File: src/rtl/ppi_pkg.sv
package ppi_pkg;

    typedef enum logic [1:0] {
        SEL_PA  = 2'b00,
        SEL_PB  = 2'b01,
        SEL_PC  = 2'b10,
        SEL_CTL = 2'b11
    } port_sel_e;

    // control write: top bit picks the command kind
    localparam int CMD_KIND_BIT = 7;
    // configuration word field positions
    localparam int CFG_A_MODE_HI = 6;
    localparam int CFG_A_MODE_LO = 5;
    localparam int CFG_A_DIR     = 4;
    localparam int CFG_CU_DIR    = 3;
    localparam int CFG_B_MODE    = 2;
    localparam int CFG_B_DIR     = 1;
    localparam int CFG_CL_DIR    = 0;
    localparam int CFG_W         = 7;
    localparam logic [CFG_W-1:0] CFG_RESET = 7'h1B;

    // port C lines reserved for interrupt enables in handshake modes
    localparam int IE_B_IDX  = 2;
    localparam int IE_AI_IDX = 4;
    localparam int IE_AO_IDX = 6;

    function automatic logic [1:0] grp_a_mode(input logic [CFG_W-1:0] cfg);
        if (cfg[CFG_A_MODE_HI]) return 2'd2;
        return {1'b0, cfg[CFG_A_MODE_LO]};
    endfunction

endpackage

File: src/rtl/ppi_wr_capture.sv
module ppi_wr_capture #(
    parameter int DW          = 8,
    parameter int AW          = 2,
    parameter int SYNC_STAGES = 2
) (
    input  logic          clk,
    input  logic          rst,
    input  logic          cs_n,
    input  logic          wr_n,
    input  logic [AW-1:0] addr,
    input  logic [DW-1:0] wdata,
    output logic          commit,
    output logic [AW-1:0] c_addr,
    output logic [DW-1:0] c_data
);
    localparam int SH_W = SYNC_STAGES + 1;

    typedef struct packed {
        logic [SH_W-1:0] wr_sh;
        logic            pend;
        logic [AW-1:0]   a;
        logic [DW-1:0]   d;
    } cap_t;

    cap_t cap_d, cap_q;

    // synchronised strobe is stage SYNC_STAGES-1, its previous value is stage SYNC_STAGES
    assign commit = cap_q.pend && cap_q.wr_sh[SYNC_STAGES-1] && !cap_q.wr_sh[SYNC_STAGES];
    assign c_addr = cap_q.a;
    assign c_data = cap_q.d;

    always_comb begin
        cap_d       = cap_q;
        cap_d.wr_sh = {cap_q.wr_sh[SH_W-2:0], wr_n};
        if (!cs_n && !wr_n) begin
            cap_d.pend = 1'b1;
            cap_d.a    = addr;
            cap_d.d    = wdata;
        end else if (commit) begin
            cap_d.pend = 1'b0;
        end
    end

    always_ff @(posedge clk) begin
        if (rst) begin
            cap_q.wr_sh <= '1;
            cap_q.pend  <= 1'b0;
            cap_q.a     <= '0;
            cap_q.d     <= '0;
        end else begin
            cap_q <= cap_d;
        end
    end

    AST_SINGLE_COMMIT: assert property (@(posedge clk) disable iff (rst)
        commit |=> !commit);

endmodule

File: src/rtl/ppi_ctl_regs.sv
module ppi_ctl_regs
    import ppi_pkg::*;
#(
    parameter int DW = 8,
    parameter int AW = 2
) (
    input  logic             clk,
    input  logic             rst,
    input  logic             commit,
    input  logic [AW-1:0]    c_addr,
    input  logic [DW-1:0]    c_data,
    output logic [CFG_W-1:0] cfg,
    output logic [DW-1:0]    pa_lat,
    output logic [DW-1:0]    pb_lat,
    output logic [DW-1:0]    pc_lat,
    output logic             ie_a_in,
    output logic             ie_a_out,
    output logic             ie_b
);
    localparam int IDX_W = $clog2(DW);

    typedef struct packed {
        logic [CFG_W-1:0] cfg;
        logic [DW-1:0]    pa;
        logic [DW-1:0]    pb;
        logic [DW-1:0]    pc;
        logic             ie_ai;
        logic             ie_ao;
        logic             ie_b;
    } regs_t;

    regs_t regs_d, regs_q;

    logic [1:0]       a_mode;
    logic             a_in_hs;
    logic             a_out_hs;
    logic             b_hs;
    logic [IDX_W-1:0] bit_idx;
    logic             bit_val;
    logic             rsv_b, rsv_ai, rsv_ao;
    logic             is_ctl, is_cfg_wr, is_bsr_wr, redirect;

    always_comb begin
        a_mode    = grp_a_mode(regs_q.cfg);
        a_in_hs   = (a_mode == 2'd2) || (a_mode == 2'd1 && regs_q.cfg[CFG_A_DIR]);
        a_out_hs  = (a_mode == 2'd2) || (a_mode == 2'd1 && !regs_q.cfg[CFG_A_DIR]);
        b_hs      = regs_q.cfg[CFG_B_MODE];
        bit_idx   = c_data[IDX_W:1];
        bit_val   = c_data[0];
        rsv_b     = b_hs     && (bit_idx == IDX_W'(IE_B_IDX));
        rsv_ai    = a_in_hs  && (bit_idx == IDX_W'(IE_AI_IDX));
        rsv_ao    = a_out_hs && (bit_idx == IDX_W'(IE_AO_IDX));
        redirect  = rsv_b || rsv_ai || rsv_ao;
        is_ctl    = (port_sel_e'(c_addr) == SEL_CTL);
        is_cfg_wr = commit && is_ctl && c_data[CMD_KIND_BIT];
        is_bsr_wr = commit && is_ctl && !c_data[CMD_KIND_BIT];
    end

    always_comb begin
        regs_d = regs_q;
        if (commit) begin
            case (port_sel_e'(c_addr))
                SEL_PA: regs_d.pa = c_data;
                SEL_PB: regs_d.pb = c_data;
                SEL_PC: regs_d.pc = c_data;
                default: begin
                    if (c_data[CMD_KIND_BIT]) begin
                        regs_d.cfg   = c_data[CFG_W-1:0];
                        regs_d.ie_ai = 1'b0;
                        regs_d.ie_ao = 1'b0;
                        regs_d.ie_b  = 1'b0;
                    end else if (rsv_b) begin
                        regs_d.ie_b = bit_val;
                    end else if (rsv_ai) begin
                        regs_d.ie_ai = bit_val;
                    end else if (rsv_ao) begin
                        regs_d.ie_ao = bit_val;
                    end else begin
                        regs_d.pc[bit_idx] = bit_val;
                    end
                end
            endcase
        end
    end

    always_ff @(posedge clk) begin
        if (rst) begin
            regs_q.cfg   <= CFG_RESET;
            regs_q.pa    <= '0;
            regs_q.pb    <= '0;
            regs_q.pc    <= '0;
            regs_q.ie_ai <= 1'b0;
            regs_q.ie_ao <= 1'b0;
            regs_q.ie_b  <= 1'b0;
        end else begin
            regs_q <= regs_d;
        end
    end

    assign cfg      = regs_q.cfg;
    assign pa_lat   = regs_q.pa;
    assign pb_lat   = regs_q.pb;
    assign pc_lat   = regs_q.pc;
    assign ie_a_in  = regs_q.ie_ai;
    assign ie_a_out = regs_q.ie_ao;
    assign ie_b     = regs_q.ie_b;

    AST_CFG_CLEARS_INTE: assert property (@(posedge clk) disable iff (rst)
        is_cfg_wr |=> (!ie_a_in && !ie_a_out && !ie_b));
    AST_BSR_ONE_BIT: assert property (@(posedge clk) disable iff (rst)
        is_bsr_wr |=> ($countones(pc_lat ^ $past(pc_lat)) <= 1));
    AST_REDIRECT_HOLDS_PIN: assert property (@(posedge clk) disable iff (rst)
        (is_bsr_wr && redirect) |=> $stable(pc_lat));
    AST_IDLE_HOLDS_STATE: assert property (@(posedge clk) disable iff (rst)
        !commit |=> $stable(regs_q));

endmodule

File: src/rtl/ppi_rd_mux.sv
module ppi_rd_mux
    import ppi_pkg::*;
#(
    parameter int DW = 8,
    parameter int AW = 2
) (
    input  logic             cs_n,
    input  logic             rd_n,
    input  logic [AW-1:0]    addr,
    input  logic [CFG_W-1:0] cfg,
    input  logic [DW-1:0]    pa_lat,
    input  logic [DW-1:0]    pb_lat,
    input  logic [DW-1:0]    pc_lat,
    input  logic [DW-1:0]    pa_in,
    input  logic [DW-1:0]    pb_in,
    input  logic [DW-1:0]    pc_in,
    output logic [DW-1:0]    rdata,
    output logic             rdata_oe
);
    localparam int HALF = DW / 2;

    logic [DW-1:0] pc_view;
    logic          a_reads_pins;

    for (genvar i = 0; i < DW; i++) begin : g_pc_bit
        if (i >= HALF) begin : g_upper
            assign pc_view[i] = cfg[CFG_CU_DIR] ? pc_in[i] : pc_lat[i];
        end else begin : g_lower
            assign pc_view[i] = cfg[CFG_CL_DIR] ? pc_in[i] : pc_lat[i];
        end
    end

    assign a_reads_pins = cfg[CFG_A_DIR] || cfg[CFG_A_MODE_HI];
    assign rdata_oe     = !cs_n && !rd_n;

    always_comb begin
        rdata = '0;
        if (rdata_oe) begin
            case (port_sel_e'(addr))
                SEL_PA:  rdata = a_reads_pins ? pa_in : pa_lat;
                SEL_PB:  rdata = cfg[CFG_B_DIR] ? pb_in : pb_lat;
                SEL_PC:  rdata = pc_view;
                default: rdata = DW'({1'b1, cfg});
            endcase
        end
    end

endmodule

File: src/rtl/ppi_host_decoder.sv
module ppi_host_decoder
    import ppi_pkg::*;
#(
    parameter int DW          = 8,
    parameter int SYNC_STAGES = 2
) (
    input  logic          clk,
    input  logic          rst,
    input  logic          cs_n,
    input  logic          rd_n,
    input  logic          wr_n,
    input  logic [1:0]    addr,
    input  logic [DW-1:0] wdata,
    output logic [DW-1:0] rdata,
    output logic          rdata_oe,
    input  logic [DW-1:0] pa_in,
    input  logic [DW-1:0] pb_in,
    input  logic [DW-1:0] pc_in,
    output logic [DW-1:0] pa_out,
    output logic [DW-1:0] pb_out,
    output logic [DW-1:0] pc_out,
    output logic          pa_dir_in,
    output logic          pb_dir_in,
    output logic          pcu_dir_in,
    output logic          pcl_dir_in,
    output logic [1:0]    grpa_mode,
    output logic          grpb_mode,
    output logic          inte_a_in,
    output logic          inte_a_out,
    output logic          inte_b
);
    localparam int AW = 2;

    logic             commit;
    logic [AW-1:0]    c_addr;
    logic [DW-1:0]    c_data;
    logic [CFG_W-1:0] cfg;

    ppi_wr_capture #(.DW(DW), .AW(AW), .SYNC_STAGES(SYNC_STAGES)) u_cap (
        .clk    (clk),
        .rst    (rst),
        .cs_n   (cs_n),
        .wr_n   (wr_n),
        .addr   (addr),
        .wdata  (wdata),
        .commit (commit),
        .c_addr (c_addr),
        .c_data (c_data)
    );

    ppi_ctl_regs #(.DW(DW), .AW(AW)) u_regs (
        .clk      (clk),
        .rst      (rst),
        .commit   (commit),
        .c_addr   (c_addr),
        .c_data   (c_data),
        .cfg      (cfg),
        .pa_lat   (pa_out),
        .pb_lat   (pb_out),
        .pc_lat   (pc_out),
        .ie_a_in  (inte_a_in),
        .ie_a_out (inte_a_out),
        .ie_b     (inte_b)
    );

    ppi_rd_mux #(.DW(DW), .AW(AW)) u_rd (
        .cs_n     (cs_n),
        .rd_n     (rd_n),
        .addr     (addr),
        .cfg      (cfg),
        .pa_lat   (pa_out),
        .pb_lat   (pb_out),
        .pc_lat   (pc_out),
        .pa_in    (pa_in),
        .pb_in    (pb_in),
        .pc_in    (pc_in),
        .rdata    (rdata),
        .rdata_oe (rdata_oe)
    );

    assign pa_dir_in  = cfg[CFG_A_DIR];
    assign pb_dir_in  = cfg[CFG_B_DIR];
    assign pcu_dir_in = cfg[CFG_CU_DIR];
    assign pcl_dir_in = cfg[CFG_CL_DIR];
    assign grpa_mode  = grp_a_mode(cfg);
    assign grpb_mode  = cfg[CFG_B_MODE];

    AST_PORTB_NO_INTE_IN_MODE0: assert property (@(posedge clk) disable iff (rst)
        (!grpb_mode && $stable(grpb_mode)) |=> $stable(inte_b));

endmodule

File: config.mk
export PLATFORM = sky130hd
export DESIGN_NAME = ppi_host_decoder
export DESIGN_NICKNAME = d
export VERILOG_FILES = /design/src/rtl/ppi_pkg.sv /design/src/rtl/ppi_wr_capture.sv /design/src/rtl/ppi_ctl_regs.sv /design/src/rtl/ppi_rd_mux.sv /design/src/rtl/ppi_host_decoder.sv
export SDC_FILE = /design/constraint.sdc
export NUM_CORES = 1
export LEC_CHECK = 0
export ABC_AREA = 0
export BUFFER_PORTS_ARGS = -buffer_cell sky130_fd_sc_hd__buf_4
export CORE_MARGIN = 1
export CORE_UTILIZATION = 45
export CTS_BUF_LIST = sky130_fd_sc_hd__clkbuf_8
export CTS_CLUSTER_DIAMETER = 30
export DETAILED_ROUTE_END_ITERATION = 12
export PLACE_DENSITY = 0.82
export SYNTH_ARGS = -nofsm -noshare
export SYNTH_HDL_FRONTEND = slang
export SYNTH_SLANG_ARGS = --single-unit
export TNS_END_PERCENT = 30
File: constraint.sdc
create_clock -name clk -period 2.1 [get_ports clk]
set_clock_uncertainty 0.1 [all_clocks]
set_input_delay 0.21 -clock clk [delete_from_list [all_inputs] [get_ports clk]]
set_output_delay 0.21 -clock clk [all_outputs]
set_load 0.05 [all_outputs]
## After elaboration in Yosys (flattened, before gate mapping)

Index checks and enable logic that the tools add are counted.

| word-level totals | value |
|---|---|
| bits in registers | 48 |
| logic and storage cells | 93 |

| cells by class | value |
|---|---|
| magnitude comparators | 2 |
| equality and inequality tests | 15 |
| multiplexer cells | 30 |
| bitwise operators | 2 |
| reduce and logical (&&, ||, !) cells | 33 |

Operators with widths:

| kind | count |
|---|---|
| $mux W8 | 6 |
| $pmux W8 S3 | 1 |
| $mux W1 | 16 |
| $pmux W8 S2 | 1 |
| $logic_and A1 B1 Y1 | 10 |
| $mux W10 | 1 |
| $ne A2 B2 Y1 const B | 5 |
| $bwmux W8 | 1 |
| $reduce_bool A2 Y1 | 4 |
| $eq A2 B1 Y1 const B | 3 |
| $eq A2 B2 Y1 const B | 3 |
| $eq A3 B3 Y1 const B | 2 |
| $reduce_and A3 Y1 | 2 |
| $reduce_and A6 Y1 | 1 |
| $logic_not A1 Y1 | 5 |
| $reduce_and A5 Y1 | 1 |
| $logic_not A2 Y1 | 2 |
| $lt A3 B4 Y1 const B | 1 |
| $mux W2 | 2 |
| $reduce_and A2 Y1 | 2 |
| $reduce_and A4 Y1 | 1 |
| $demux W1 S3 | 1 |
| $eq A3 B2 Y1 const B | 1 |
| $ge A3 B1 Y1 const B | 1 |
| other kinds (6) | 9 |

## Logic depth before layout (Yosys ltp)

Gate-level depths: netlist of the first run.

| depth | value |
|---|---|
| depth in word-level cells | 11 |
| mapped depth | 7 |
| mapped depth without buffers | 5 |

## Modules after synthesis

From an unflattened synthesis of the first run, not the netlist that was laid out.

| second synthesis, totals | value |
|---|---|
| cells, all modules | 309 |
| area, all modules | 2,747.6 µm² |

By module, submodules not included:

| module | instances | cells an instance | area an instance (µm²) |
|---|---|---|---|
| ppi_ctl_regs | 1 | 182 | 1,632.8 |
| ppi_wr_capture | 1 | 66 | 609.3 |
| ppi_rd_mux | 1 | 60 | 491.7 |
| ppi_host_decoder | 1 | 1 | 13.8 |

## Worst setup path before layout of the first run

No wires, ideal clock.

| timing | value |
|---|---|
| kind | reg-to-output |
| from | reg, netlist name u_regs.cfg[4] |
| to | out rdata[0] |
| arrival time | 3.648 ns |
| data required time | 1.790 ns |
| path slack | -1.858 ns |
| stages on the path, launching flop included | 6 |
| buffers on the path | 0 |
| cell sequence | dfxtp_1 -> nor2_2 -> nand2_1 -> a21oi_1 -> a21oi_1 -> a2111oi_0 |

| on the way | value |
|---|---|
| word-level cells in the longest chain between the ends | 4 |

RTL lines:

| what | line | RTL |
|---|---|---|
| $logic_or A1 B1 Y1 | ppi_rd_mux.sv:33 | `assign a_reads_pins = cfg[CFG_A_DIR] \|\| cfg[CFG_A_MODE_HI];` |
| $mux W8 | ppi_rd_mux.sv:40 | `SEL_PA: rdata = a_reads_pins ? pa_in : pa_lat;` |
| $pmux W8 S3 | ppi_rd_mux.sv:39 | `case (port_sel_e'(addr))` |
| $mux W8 | ppi_rd_mux.sv:38 | `if (rdata_oe) begin` |
| to (decl) | ppi_host_decoder.sv:14 | `output logic [DW-1:0] rdata,` |

No other way between the ends.

## Worst setup path in the final report of the first run

| timing | value |
|---|---|
| from | reg, netlist name u_regs.cfg[1] |
| to | out rdata[0] |

| on the way | value |
|---|---|
| word-level cells in the longest chain between the ends | 3 |

RTL lines:

| what | line | RTL |
|---|---|---|
| $mux W8 | ppi_rd_mux.sv:41 | `SEL_PB: rdata = cfg[CFG_B_DIR] ? pb_in : pb_lat;` |
| $pmux W8 S3 | ppi_rd_mux.sv:39 |  |
| $mux W8 | ppi_rd_mux.sv:38 |  |

No other way between the ends.

==> results.md, run 1 <==
* IO buf count at 81
* Post-Syn Area at 2660 um2
* Sequential share of power at 0.489
* Failing checks: setup timing
* Synth async-reset ratio at 0
* Distinct cells, synth at 48
* H-tree levels at 2
* WS Path Type: flop to output port
* Seq/Total Area, Yosys at 0.361
* Path type of the worst min-delay path: input port to flop
* Hold_ws at 0.00474 ns
* Combinational Power Share at 0.152
* Footprint of the multi-input gates at 1600 um2
* Share of layout cells above drive strength 1 at 0.341
* CP startpoint kind: flop
* Router iterations before antenna repair at 4
* Top Ports at 82
* Slowest-stage cell, CP: dfxtp_4
* Yosys warnings at 0
* Synth Register Bits at 48
* Core Util, Final at 0.635
* Clk pwr share at 0.358
* Slew Viols, Final at 0
* Starting DRT DRC Count at 257
* Syn Nets at 378
* NetSw at 0.515 mW
* RSZ-0062 raised after global routing: true
* Initial antenna violation count at 0
* LEAKAGE at 1.46 nW
* Vias at 2819
* Max clock buf depth at 2
* HPWL after DPL at 5980 um
* Layout area overhead at 33.6%
* Global route total overflow at 0
* Syn Area/Cell at 7.86 um2
* Worst Path Required at 1.79 ns
* Rows at 27
* Run status: complete, but fails checks
* CP top delay family: compound AO/OA/AOI/OAI gates
* Worst vdd ir at 0.318 mV
* Die width at 78.9 um
* First-pass GRT wire length at 12500 um
* Max-cap viol count at 0
* Setup Viol. Count Final at 1
* Fin crit share at 1.01
* Final nets at 455
* Setup TNS at -0.0291 ns
* DRC viols at 0
* Vias per cell at 5.76
* Slew @ Worst Pin at 0.677 ns
* Clk sinks at 48
* GR Util All Layers at 0.263
* Worst EP arrival at 1.82 ns
* Crit path buffers/inverters at 1
* CTS tree: done
* Tmin final at 2.13 ns
* DR WL/cell at 17.0 um
* Final Routed Wirelength at 8320 um
* Met1 usage at 0.335
* Worst slack, placed at 0.212 ns
* Cells after synthesis at 339
* CP Capture Type: output port
* Switching share of total power at 0.269
* Met3 GRT Util at 0.0425
* Top-area cell type share of the netlist area at 0.361
* Diode count at 0
* Ys flop type: dfxtp_1
* Fmax at 470 MHz
* Layer with the highest usage: met2
* Met2 Use GR at 0.420
* Post-DRT Antenna Nets at 0
* Synth area leaders: dfxtp_1 (36%), mux2i_1 (7.9%), a21oi_1 (6.6%)
* Skew-Pair Late Insertion Delay at 0.31 ns
* Setup ws final at -0.0291 ns
* Die footprint at 6230 um2
* Fill cells at 479
* Reg area at 975 um2
* CP max FO at 6
* Post-synth EDFFs at 0
* Clock buffer count from CTS at 5
* Leading area contributor after synthesis: dfxtp_1
* Largest net degree at the start of global routing at 50
* Largest stage delay on the critical path at 0.38 ns
* Pwr dens at 538 nW/um2
* Clock transition at path regs at 0.09 ns
* Initial core utilization at 0.475
* CTS root buf: clkbuf_8
* Final Wtd Congestion at 0.918
* Vias in the first global route at 2572
* Internal Power at 1.40 mW
* Worst slew margin at 0.547
* Core Region at 5610 um2
* Critical Path, Cell by Cell: mux2_2 > nand2_1 > o21ai_2 > a21oi_2 > a2111oi_4 > buf_6
* Chip Height at 78.9 um
* Final Hold Vio Count at 0
[sequential cells by signal, summed over array words and instances (netlist names)]
name,flops
u_regs.pc_lat,8
u_regs.ie_b,1
u_regs.cfg,7
u_cap.cap_q,2
u_cap.c_data,8
u_regs.pa_lat,8
u_cap.c_addr,2
u_cap.cap_d,2
u_regs.ie_a_out,1
u_regs.ie_a_in,1
u_regs.pb_lat,8
[what timing repair did]
action | in CTS | in global routing
setup buffers | 0 | 2
hold buffers | 0 | 0
hold endpoints to repair | 0 | 0
pin swaps | 0 | 2
endpoints found under the setup margin | 7 | 7
gates resized for setup | 9 | 11
[layout by cell type, fill, tap and decap left out, types with 5 or more instances in the layout]
cell type and instances:
nand2_1 44, nor2_1 41, nor2b_1 8, mux2i_1 21, a21oi_1 32, a211o_1 5
o21ai_0 15, buf_4 92, mux2_2 10, inv_1 7, nor3_1 8, nand3_1 15
clkbuf_8 5, dfxtp_1 43, buf_6 5
[Yosys cell counts, types with 2 or more instances]
| cell type | number |
|---|---|
| dfxtp_1 | 48 |
| nand2_1 | 44 |
| nor2_1 | 41 |
| a21oi_1 | 35 |
| mux2i_1 | 21 |
| clkbuf_1 | 17 |
| o21ai_0 | 17 |
| nand3_1 | 15 |
| mux2_2 | 10 |
| nor2b_1 | 8 |
| nor3_1 | 8 |
| inv_1 | 7 |
| a211o_1 | 5 |
| and3_1 | 4 |
| buf_1 | 4 |
| nand2b_1 | 4 |
| nand3b_1 | 4 |
| o31ai_1 | 4 |
| or2_2 | 4 |
| buf_2 | 3 |
| o221ai_1 | 3 |
| o22ai_1 | 3 |
| a21boi_0 | 2 |
| a22oi_1 | 2 |
| and3b_1 | 2 |
| buf_4 | 2 |
[metrics by stage]
step / cells / power, mW / cell area [um2]
floorplan: 339 / 1.12 / 2690
global placement: 479 / 1.23 / 3370
detailed placement: 479 / 1.24 / 3370
CTS: 487 / 1.92 / 3510
global route: 489 / 1.98 / 3560
finish: 489 / 1.92 / 3560
[cell type report]
type                            count  area share
Clock buffer                        5      0.0193
Clock inverter                      3      0.0134
Inverter                            7     0.00738
Multi-Input combinational cell    257       0.451
Sequential cell                    48       0.274
Tap cell                           72      0.0253
Timing Repair Buffer               97       0.210
[metal layers]
| metal | vias to the layer above | share of wire |
|---|---|---|
| li1 | 1343 | - |
| met5 | - | 0 |
| met2 | 142 | 0.46 |
| met4 | 0 | 0.039 |
| met3 | 30 | 0.078 |
| met1 | 1304 | 0.42 |
[cell families after synthesis]
| logic type | share of synthesized area |
|---|---|
| multiplexers | 0.127 |
| AND/OR/NAND/NOR | 0.259 |
| flip-flops | 0.361 |
| buffers and inverters | 0.0550 |
| AO/OA/AOI/OAI | 0.198 |
[final timing paths]
check / start / end / slack [ns] / cells past startpoint
setup / recovery: u_regs.cfg[1]$_SDFFE_PP1P_ / rdata[0] / -0.03 / 6
hold / removal: wr_n / u_cap.cap_d[12]$_SDFF_PP1_ / 0.005 / 2
setup reg to reg: u_cap.c_data[3]$_SDFFE_PP0P_ / u_regs.pc_lat[3]$_SDFFE_PP0P_ / 0.24 / 5
hold reg to reg: u_cap.cap_d[12]$_SDFF_PP1_ / u_cap.cap_d[13]$_SDFF_PP1_ / 0.32 / 1
[power by group through the flow]
stage / combinational [mW] / sequential [mW] / clock [mW]
after floorplan: 0.172 / 0.953 / 0
after global placement: 0.272 / 0.961 / 0
after detailed placement: 0.278 / 0.962 / 0
after CTS: 0.283 / 0.940 / 0.698
after global routing: 0.311 / 0.939 / 0.729
final: 0.291 / 0.937 / 0.686
(Power assumes the default switching activity.)
==> run 2, diff against run 1 <==
==> constraint.sdc (replaced) <==
create_clock -name clk -period 2.03 [get_ports clk]
set_clock_uncertainty 0.1 [all_clocks]
set_input_delay 0.203 -clock clk [delete_from_list [all_inputs] [get_ports clk]]
set_output_delay 0.203 -clock clk [all_outputs]
set_load 0.05 [all_outputs]
==> run 2 against run 1 <==
  * The flow still finishes with violations (setup timing)
  * Count of clock-buffer cells in the layout unchanged
  * Via count increased by 3.0%
  * Clock power decreased by 15%
  * Worst setup slack improved by 0.013 ns
  * Critical path type unchanged
==> results.md, run 2 (synthesis gave the netlist of run 1 again) <==
* Run status: complete, but fails checks
* Failing checks: setup timing
* Max clock buf depth at 2 (unchanged)
* Worst EP arrival at 1.74 ns (-0.08 ns)
* Chip Height at 78.9 um (unchanged)
* Fin crit share at 1.01
* Critical Path, Cell by Cell: buf_6 > mux2i_1 > nor2b_1 > o22ai_1 > o31ai_1 > and3_1 > buf_6
* CTS root buf: clkbuf_8
* IO buf count at 81 (unchanged)
* Vias per cell at 5.89 (+2.2%)
* Diode count at 0 (unchanged)
* DRC viols at 0 (unchanged)
* Initial core utilization at 0.475 (unchanged)
* Commonest non-fill, non-tap cell in the layout: buf_4
* Share of layout cells above drive strength 1 at 0.340 (-0.000860)
* CP max FO at 7 (+1)
* Final Routed Wirelength at 8590 um (+3.3%)
* Vias at 2904 (+3.0%)
* Final Wtd Congestion at 0.905 (-1.4%)
* Slew Viols, Final at 0 (unchanged)
* Die width at 78.9 um (unchanged)
* H-tree levels at 2 (unchanged)
* Tmin final at 2.05 ns
* Commonest non-fill, non-tap cells in the layout: buf_4 (93), nand2_1 (44), dfxtp_1 (43)
* Slew @ Worst Pin at 0.793 ns (+0.116 ns)
* Tot Pwr at 1.86 mW (-3.1%)
* Largest stage delay on the critical path at 0.41 ns (+0.03 ns)
* Slowest-stage cell, CP: dfxtp_4
* Setup Viol. Count Final at 3 (+2)
* Global route total overflow at 0 (unchanged)
* RSZ-0062 raised after global routing: true
* Starting DRT DRC Count at 288 (+12%)
* Clk sinks at 48 (unchanged)
* LEAKAGE at 1.47 nW (+0.62%)
* Router iterations before antenna repair at 4 (unchanged)
* Clock transition at path regs at 0.09 ns (about the same)
* Setup ws final at -0.0161 ns (+0.0130 ns)
* Final Hold Vio Count at 0 (unchanged)
* CP dominant cell by count: buf_6
* CP startpoint kind: flop
* Inst Count DP at 478 (-0.21%)
* Pwr dens at 520 nW/um2 (-3.3%)
* HPWL after DPL at 6140 um (+2.7%)
* Die footprint at 6230 um2 (unchanged)
* Largest net degree at the start of global routing at 50 (unchanged)
* Path type of the worst min-delay path: input port to flop
* CTS tree: done
* Layout area overhead at 33.9%
* Worst Path Required at 1.73 ns (-0.06 ns)
* Fmax at 489 MHz
* Top Ports at 82 (unchanged)
* Non-Filler Instances at 493 (+0.82%)
* Final nets at 459 (+0.88%)
* First-pass GRT wire length at 13500 um (+7.4%)
* Worst slew margin at 0.470 (-0.0767)
* Initial antenna violation count at 0 (unchanged)
* Rows at 27 (unchanged)
* CP Capture Type: output port
* DR WL/cell at 17.4 um (+2.5%)
* Vias in the first global route at 2628 (+2.2%)
* Post-DRT Antenna Nets at 0 (unchanged)
* Core Region at 5610 um2 (unchanged)
* Clock buffer count from CTS at 5 (unchanged)
* GR Util All Layers at 0.281 (+0.0185)
* WS Path Type: flop to output port
* Skew-Pair Late Insertion Delay at 0.31 ns (about the same)
* Max-cap viol count at 0 (unchanged)
* Worst vdd ir at 0.347 mV (+8.9%)
run 2: changes by cell type in the layout (fill, tap and decap cells not counted), sizes merged:
cell | before | now
buf | 97 | 100
dlygate4sd3 | 0 | 1
clkinv | 2 | 3
bufinv | 1 | 0
run 2: power breakdown:
group / internal, mW / switching, mW / total (mW)
Clock: 0.241 / 0.339 / 0.580
Sequential: 0.951 / 0.0219 / 0.973
Combinational: 0.131 / 0.172 / 0.303
Total: 1.32 / 0.534 / 1.86
run 2: path summary, 6_finish.rpt:
path	startpoint	end	slack, ns	cells past startpoint
max	u_regs.cfg[1]$_SDFFE_PP1P_	rdata[3]	-0.02	7
min	wdata[5]	u_cap.c_data[5]$_SDFFE_PP0P_	0.03	3
max reg2reg	u_cap.c_data[3]$_SDFFE_PP0P_	u_regs.ie_a_out$_SDFFE_PP0P_	0.14	6
min reg2reg	u_cap.cap_d[12]$_SDFF_PP1_	u_cap.cap_d[13]$_SDFF_PP1_	0.31	1
run 2: metal layers:
metal | wire, um | track usage | up-vias
met2 | 4040 | 0.450 | 165
met5 | 0 | 0 | -
met3 | 786 | 0.0540 | 19
met1 | 3620 | 0.377 | 1372
li1 | - | - | 1348
met4 | 153 | 0.100 | 0
run 2: critical path, delay by kind of cell (launching register included):
family	cells	cell delay, ns
mux	1	0.18
compound gates	2	0.27
flops	1	0.41
simple gates	2	0.27
buf+inv	2	0.28
run 2: layout make-up:
cell class,count,area [um2]
inverter,7,26.3
multi-input combinational,257,1600
timing repair buffer,101,787
fill,483,2040
clock inverter,3,18.8
tap,72,90.1
sequential,48,972
clock buffer,5,68.8
run 2: repair_timing:
item	in CTS	in global routing
hold buffers	1	0
gates cloned	0	0
buffers inserted	3	3
resized for setup	5	14
setup endpoints to repair	8	8
pin swaps	1	7
hold endpoints to repair	1	0
run 2: metrics by stage:
stage          TNS [ns]  hold WS, ns  instance area, um2  setup WS, ns  utilization
2_1_floorplan    -0.139        0.210                2710       -0.0490            -
3_5_place_dp          0        0.298                3380         0.158        0.603
5_1_grt          -0.312       0.0472                3570       -0.0813        0.636
6_report        -0.0417       0.0310                3570       -0.0161        0.636
4_1_cts               0       0.0307                3510      0.000775        0.627
3_3_place_gp          0        0.291                3380         0.231        0.603
